[config.mk]
export PLATFORM = sky130hd
export DESIGN_NAME = ext_irq_lines
export DESIGN_NICKNAME = d
export VERILOG_FILES = /design/src/rtl/ext_irq_lines.sv
export SDC_FILE = /design/constraint.sdc
export NUM_CORES = 1
export LEC_CHECK = 0
export CAP_MARGIN = 10
export CORE_UTILIZATION = 25
export CTS_CLUSTER_DIAMETER = 200
export DETAILED_ROUTE_END_ITERATION = 16
export PLACE_DENSITY = 0.44
export SYNTH_ARGS = -nofsm -noshare
export SYNTH_HDL_FRONTEND = slang
export SYNTH_SLANG_ARGS = --single-unit
[constraint.sdc]
create_clock -name clk -period 2 [get_ports clk]
set_input_delay 0.2 -clock clk [delete_from_list [all_inputs] [get_ports clk]]
set_output_delay 0.2 -clock clk [all_outputs]
set_load 0.01 [all_outputs]
[src/rtl/ext_irq_lines.sv]
module ext_irq_lines #(
  parameter int NUM_LINES = 16,
  parameter int FILT_W    = 8
) (
  input  logic                        clk,
  input  logic                        rst_n,
  input  logic [NUM_LINES-1:0]        line_in,
  input  logic [3*NUM_LINES-1:0]      trig_mode,
  input  logic [FILT_W*NUM_LINES-1:0] filt_len,
  input  logic [NUM_LINES-1:0]        irq_en,
  input  logic [NUM_LINES-1:0]        wake_en,
  input  logic [NUM_LINES-1:0]        sw_trig,
  input  logic [NUM_LINES-1:0]        status_clr,
  output logic [NUM_LINES-1:0]        status,
  output logic [NUM_LINES-1:0]        irq_req,
  output logic                        wake_req
);

  localparam logic [2:0] M_HIGH = 3'd0;
  localparam logic [2:0] M_LOW  = 3'd1;
  localparam logic [2:0] M_FALL = 3'd2;
  localparam logic [2:0] M_RISE = 3'd3;
  localparam logic [2:0] M_BOTH = 3'd4;

  logic [NUM_LINES-1:0] lvl;
  logic [NUM_LINES-1:0] lvl_d;
  logic [NUM_LINES-1:0] hit;
  logic [NUM_LINES-1:0] hw_mode;

  for (genvar i = 0; i < NUM_LINES; i++) begin : g_line
    logic [2:0]        mode;
    logic [FILT_W-1:0] len;
    logic [FILT_W-1:0] run;
    logic              lvl_q;
    logic              lvl_dq;
    logic              cond;

    assign mode = trig_mode[3*i +: 3];
    assign len  = filt_len[FILT_W*i +: FILT_W];

    always_ff @(posedge clk or negedge rst_n) begin
      if (!rst_n) begin
        lvl_q  <= 1'b0;
        lvl_dq <= 1'b0;
        run    <= '0;
      end else begin
        lvl_dq <= lvl_q;
        if (len == '0) begin
          lvl_q <= line_in[i];
          run   <= '0;
        end else if (line_in[i] != lvl_q) begin
          if (run == len - 1'b1) begin
            lvl_q <= line_in[i];
            run   <= '0;
          end else begin
            run <= run + 1'b1;
          end
        end else begin
          run <= '0;
        end
      end
    end

    always_comb begin
      case (mode)
        M_HIGH:  cond = lvl_q;
        M_LOW:   cond = !lvl_q;
        M_FALL:  cond = lvl_dq && !lvl_q;
        M_RISE:  cond = !lvl_dq && lvl_q;
        M_BOTH:  cond = lvl_dq != lvl_q;
        default: cond = 1'b0;
      endcase
    end

    assign lvl[i]     = lvl_q;
    assign lvl_d[i]   = lvl_dq;
    assign hit[i]     = cond;
    assign hw_mode[i] = mode <= M_BOTH;
  end

  always_ff @(posedge clk or negedge rst_n) begin
    if (!rst_n) status <= '0;
    else        status <= (status & ~status_clr) | hit | sw_trig;
  end

  assign irq_req  = status & irq_en;
  assign wake_req = |(status & wake_en);

  // a software strobe is always reflected in status on the next cycle
  a_r7_sw_sets: assert property (@(posedge clk) disable iff (!rst_n)
    (|sw_trig) |=> ((status & $past(sw_trig)) == $past(sw_trig)));

  // a flag only drops on a cycle that carried its clear strobe
  a_r8_drop_needs_clear: assert property (@(posedge clk) disable iff (!rst_n)
    ($past(status) & ~status & ~$past(status_clr)) == '0);

  // the filtered level only ever moves to a value the input had
  a_r2_filter_follows_input: assert property (@(posedge clk) disable iff (!rst_n)
    ((lvl ^ lvl_d) & (lvl ^ $past(line_in))) == '0);

  // a flag on a line without a hardware trigger only rises by software
  a_r7_no_hw_set: assert property (@(posedge clk) disable iff (!rst_n)
    (status & ~$past(status) & ~$past(hw_mode) & ~$past(sw_trig)) == '0);

endmodule

==> results of run 1 <==
## repair_timing
item / in CTS / in global routing
endpoints found under the setup margin: 18 / 127
hold buffers: 1 / 0
buffers inserted: 3 / 4
resized for setup: 22 / 92
endpoints found under the hold margin: 53 / 0
pin swaps: 16 / 64
gates cloned: 0 / 0
## per-layer routing
layer,GRT usage,routed length [um],up-vias
met2,0.237,16900,218
met5,0,0,-
met4,0.0393,394,0
met3,0.0398,2000,28
met1,0.179,16400,5284
li1,-,-,5809
## cell usage after synthesis, types with 4 or more instances
cell,n
nand3_2,7
o21ai_0,61
nor4_1,16
clkbuf_1,16
xnor2_1,131
o311ai_0,15
a21oi_1,33
or3_1,14
nand4_1,13
and2_1,17
and3_1,35
nor2_1,156
inv_1,118
or4_4,12
a221oi_1,5
or4_1,4
nor4b_1,13
mux2i_1,17
nand2_1,48
o2111ai_1,11
o211ai_1,22
nor2_2,8
xor2_1,135
mux2_2,11
nand2b_1,15
nor2b_1,7
ha_1,64
o21a_1,12
a22o_1,4
nand3b_1,28
o31ai_1,4
nor3_1,50
nand3_1,90
dfrtp_1,176
mux2_1,4
## cell families (layout without fill, tap and decap cells)
group                    after synthesis  in the layout  share of synthesized area
AND/OR/NAND/NOR                      543            543                      0.232
XOR/XNOR                             266            266                      0.186
AO/OA/AOI/OAI                        182            182                     0.0957
flip-flops                           176            176                      0.352
buffers and inverters                135            628                     0.0412
adder cells (fa/ha/maj)               65             65                     0.0649
multiplexers                          32             32                     0.0271
## worst register-to-register path, stage by stage, from the launching register on
cell     delay [ns]
dfrtp_1        0.40
xnor2_1        0.15
or3b_4         0.37
a211o_1        0.28
nand3_2        0.08
nand4_1        0.13
nand2_1        0.11
mux2_2         0.32
## how the worst max path moves through the flow
| stage | end | slack (ns) | cells after the start | start |
|---|---|---|---|---|
| finish | g_line[11].lvl_q | -0.04 | 8 | filt_len[89] |
| global route | g_line[11].lvl_q | -0.09 | 8 | filt_len[89] |
| CTS | wake_req | -0.07 | 5 | status[3] |
| detailed placement | g_line[2].lvl_q | -0.57 | 8 | filt_len[18] |
| global placement | g_line[2].lvl_q | -0.60 | 8 | filt_len[18] |
| floorplan | g_line[1].lvl_q | -0.03 | 7 | filt_len[11] |
## sequential cells by signal, summed over array words and instances (netlist names)
signal,cells
g_line.lvl_dq,16
g_line.lvl_q,16
g_line.run,128
status,16
## power breakdown
part           total [mW]  internal (mW)  switching (mW)
combinational        4.11           2.26            1.85
clock                3.18           1.64            1.53
sequential           5.11           4.17           0.942
## final cells by class
cell class                 count  area, um^2  area share
clock buffer                  19         453      0.0243
clock inverter                11        85.1     0.00457
inverter                     118         443      0.0238
multi-input combinational   1088        7940       0.426
sequential                   176        4410       0.237
tap                          664         831      0.0446
timing repair buffer         480        4470       0.240
## stage by stage
stage / power (mW) / instance area [um^2] / TNS (ns) / instances / worst slack (ns)
final: 12.4 / 18600 / -0.0379 / 2556 / -0.0379
after global routing: 13.4 / 18600 / -0.415 / 2556 / -0.0898
after CTS: 12.6 / 18200 / -0.0660 / 2552 / -0.0660
after detailed placement: 9.24 / 17600 / -64.69 / 2518 / -0.567
after global placement: 9.15 / 17600 / -61.67 / 2518 / -0.604
after floorplan: 7.33 / 12500 / -0.195 / 1399 / -0.0279
==> results.json, run 1 <==
{
  "critPathMaxFanout": 4,
  "antenna_found_initial": 0,
  "drt_iter0_markers": 320,
  "die_x_um": 226,
  "io_buffers": 290,
  "synth-edff-count": 0,
  "synth-seq-area-share": 0.352,
  "area_growth_pct": 49.1,
  "cp-end-kind": "flip-flop",
  "clock_latency_ns": 0.48,
  "synth_cells": 1399,
  "violations": "negative setup slack",
  "worstPathCellList": "clkdlybuf4s50_1 -> or4_4 -> o21a_1 -> or3_1 -> a21oi_2 -> o2111ai_2 -> nand2_1 -> mux2_4",
  "start_util": 0.254,
  "rsz0062_at_grt": "true",
  "via_count": 11339,
  "setup_violations": 1,
  "syn_nets": 1721,
  "io_pins": 291,
  "avgRoutedWirePerCell_um": 14.0,
  "slew_viol_final": 0,
  "rows": 81,
  "ir_drop_mv": 0.582,
  "numCtsBuffers": 17,
  "yosysUniqueCellTypes": 54,
  "drive_gt1_frac": 0.170,
  "worstSetupPathType": "in -> reg",
  "yosys_warnings": 0,
  "r2r-end": "g_line[6].lvl_q",
  "tightest_slew_ns": 0.567,
  "path_clk_slew_ns": 0.07,
  "reg2regPathDepth": 7,
  "maxCapViolCount": 0,
  "final_nets": 2203,
  "ys.flop_type": "dfrtp_1",
  "grt_max_degree": 58,
  "relSlewSlack": 0.622,
  "clockRootBuffer": "clkbuf_16",
  "most-common-layout-cells": "246 x clkdlybuf4s50_1, 183 x buf_4, 170 x dfrtp_1, 155 x nor2_1, 133 x xor2_1",
  "outcome": "finished, violations left",
  "drc": 0,
  "crit_required_ns": 2.36,
  "setup.worst_path.start_class": "input port",
  "drtPass1Iterations": 4,
  "leakage_nw": 8.39,
  "finalCriticalPeriod_ns": 2.04,
  "diodes": 0,
  "critPathMaxStageDelay_ns": 0.56,
  "power.density_mw_per_mm2": 665,
  "dpl.hpwl_um": 28600,
  "ys_async_sr_fraction": 1.00,
  "skew_ns": 0.00771,
  "layout_commonest_cell": "clkdlybuf4s50_1",
  "crit_buf_inv": 1,
  "die_h_um": 226,
  "critPathTopFamily": "simple AND/OR/NAND/NOR gates",
  "track_usage": 0.142,
  "die_area_mm2": 0.0509,
  "ys_ff_latch": 176,
  "yosys.area.top_type_share": 0.352,
  "viasPerCell": 4.44,
  "period_share": 1.02,
  "core_mm2": 0.0492,
  "worstReg2RegStart": "g_line[6].run[7]",
  "grt_pass1_vias": 11167,
  "worst_path_max_delay_cell": "or4_4",
  "globalRouteOverflowTotal": 0,
  "clkSinkCount": 176,
  "grt_pass1_wl_um": 56800,
  "num-fill-cells": 5039,
  "wl_um": 35700,
  "syn_area_mm2": 0.0125,
  "antenna_left": 0,
  "synth.area.top_cells": "dfrtp_1 35%, xor2_1 9.5%, xnor2_1 9.2%",
  "h-tree-depth": 4,
  "postLayoutCoreUtil": 0.379,
  "reg2reg_slack_ns": 0.04,
  "hold_viol": 0,
  "holdWs_ns": 0.228,
  "clock_path_buffers": 2,
  "avgSynthCellArea_um2": 8.93,
  "arrival_ns": 2.40,
  "hold_class": "in -> async",
  "max_freq_mhz": 491,
  "cts_tree": "yes",
  "fin_ws_ns": -0.0379,
  "gp_congestion": 0.777,
  "yosysTopAreaCell": "dfrtp_1"
}
(Power assumes the default switching activity.)
==> run 2, diff against run 1 <==
- PLACE_DENSITY: 0.44 -> 0.57
==> results.json, run 2 (synthesis gave the netlist of run 1 again) <==
{
  "io_buffers": 290,
  "numCtsBuffers": 17,
  "skew_ns": 0.0115,
  "outcome": "finished, violations left",
  "worstPathCellList": "clkdlybuf4s50_1 -> or4_4 -> o21a_1 -> or3_4 -> a21oi_2 -> o2111ai_2 -> nand2_1 -> mux2_4",
  "regMostFlops": "g_line.run",
  "holdWs_ns": 0.227,
  "grt_pass1_wl_um": 57600,
  "period_share": 1.02,
  "relSlewSlack": 0.563,
  "maxCapViolCount": 0,
  "tns_ns": -0.0397,
  "grt_max_degree": 46,
  "via_count": 11583,
  "tightest_slew_ns": 0.647,
  "avgRoutedWirePerCell_um": 14.2,
  "clock_latency_ns": 0.49,
  "die_area_mm2": 0.0509,
  "drt_iter0_markers": 374,
  "violations": "negative setup slack",
  "power_mw": 12.4,
  "most-common-layout-cells": "257 x clkdlybuf4s50_1, 177 x buf_4, 172 x dfrtp_1, 156 x nor2_1, 133 x xor2_1",
  "antenna_left": 0,
  "arrival_ns": 2.41,
  "area_growth_pct": 48.4,
  "ir_drop_mv": 0.431,
  "max_freq_mhz": 491,
  "path_clk_slew_ns": 0.07,
  "die_h_um": 226,
  "leakage_nw": 8.25,
  "rows": 81,
  "cp-end-kind": "flip-flop",
  "worstSetupPathType": "in -> reg",
  "fin_ws_ns": -0.0380,
  "dpl.hpwl_um": 28800,
  "viasPerCell": 4.53,
  "setup_violations": 3,
  "rsz0062_at_grt": "true",
  "critPathMaxStageDelay_ns": 0.54,
  "final_nets": 2196,
  "start_util": 0.254,
  "multiInputGateArea_mm2": 0.00792,
  "io_pins": 291,
  "antenna_found_initial": 4,
  "power.density_mw_per_mm2": 669,
  "die_x_um": 226,
  "postLayoutCoreUtil": 0.377,
  "globalRouteOverflowTotal": 0,
  "critPathMaxFanout": 3,
  "num-fill-cells": 4964,
  "worst_path_max_delay_cell": "or4_4",
  "crit_required_ns": 2.37,
  "setup.worst_path.start_class": "input port",
  "largest_reg_flops": 128,
  "cts_tree": "yes",
  "finalCriticalPeriod_ns": 2.04,
  "hold_class": "in -> async",
  "wl_um": 36300,
  "seq_area_mm2": 0.00441,
  "crit_buf_inv": 1,
  "track_usage": 0.144,
  "clock_path_buffers": 2,
  "h-tree-depth": 4,
  "hold_viol": 0,
  "layout_commonest_cell": "clkdlybuf4s50_1",
  "clockRootBuffer": "clkbuf_16",
  "core_mm2": 0.0492,
  "reg2reg_slack_ns": 0.08,
  "critPathTopFamily": "simple AND/OR/NAND/NOR gates",
  "clkSinkCount": 176,
  "drive_gt1_frac": 0.167,
  "gp_congestion": 0.858,
  "grt_pass1_vias": 11628,
  "drtPass1Iterations": 7,
  "slew_viol_final": 0,
  "drc": 0
}
[run 2: cell types whose count changed in the layout (fill, tap and decap cells not counted), moves of 3 or more]
cell | previous run | this run
clkinv_4 | 4 | 0
dlygate4sd2_1 | 4 | 1
dlymetal6s2s_1 | 38 | 30
diode_2 | 0 | 4
clkdlybuf4s50_1 | 246 | 257
buf_4 | 183 | 177
clkinvlp_4 | 3 | 6
[run 2: what timing repair did]
action                                  CTS  global route
pin swaps                                18            65
setup buffers                             2             6
resized for setup                        23            76
hold buffers                              1             0
endpoints found under the setup margin   10           141
hold endpoints to repair                 39             0
[run 2: stage by stage]
stage          worst slack, ns  std cells  cell area [um^2]
3_5_place_dp            -0.603       2510             17500
4_1_cts                -0.0463       2545             18200
2_1_floorplan          -0.0279       1399             12500
5_1_grt                -0.0966       2552             18500
3_3_place_gp            -0.592       2510             17500
6_report               -0.0380       2555             18500
[run 2: path summary, 6_finish.rpt]
check,startpoint,to,cells after the start
worst max register to register,g_line[6].run[7],g_line[6].lvl_q,7
worst min-delay path,rst_n,g_line[13].run[3],2
min in group clk,sw_trig[5],status[5],3
worst max-delay path,filt_len[123],g_line[15].lvl_q,8
worst min register to register,g_line[3].lvl_q,g_line[3].lvl_dq,0
max in group asynchronous,rst_n,g_line[14].lvl_dq,3
[run 2: per-layer routing]
layer	share of wire	GRT usage	vias up
li1	-	-	5811
met1	0.43	0.167	5485
met2	0.47	0.244	242
met3	0.069	0.0478	45
met4	0.025	0.0584	0
met5	0	0	-
[run 2: area by class of cell]
cell class                      count  area share
Multi-Input combinational cell   1088       0.427
Inverter                          118      0.0239
Clock inverter                     12     0.00466
Tap cell                          664      0.0448
Clock buffer                       20      0.0241
Sequential cell                   176       0.238
Antenna cell                        4    0.000540
Timing Repair Buffer              473       0.237
[run 2: power breakdown]
| group | total, mW | switching (mW) | internal [mW] |
|---|---|---|---|
| clock network | 3.19 | 1.57 | 1.62 |
| registers | 5.11 | 0.944 | 4.17 |
| logic | 4.09 | 1.87 | 2.22 |
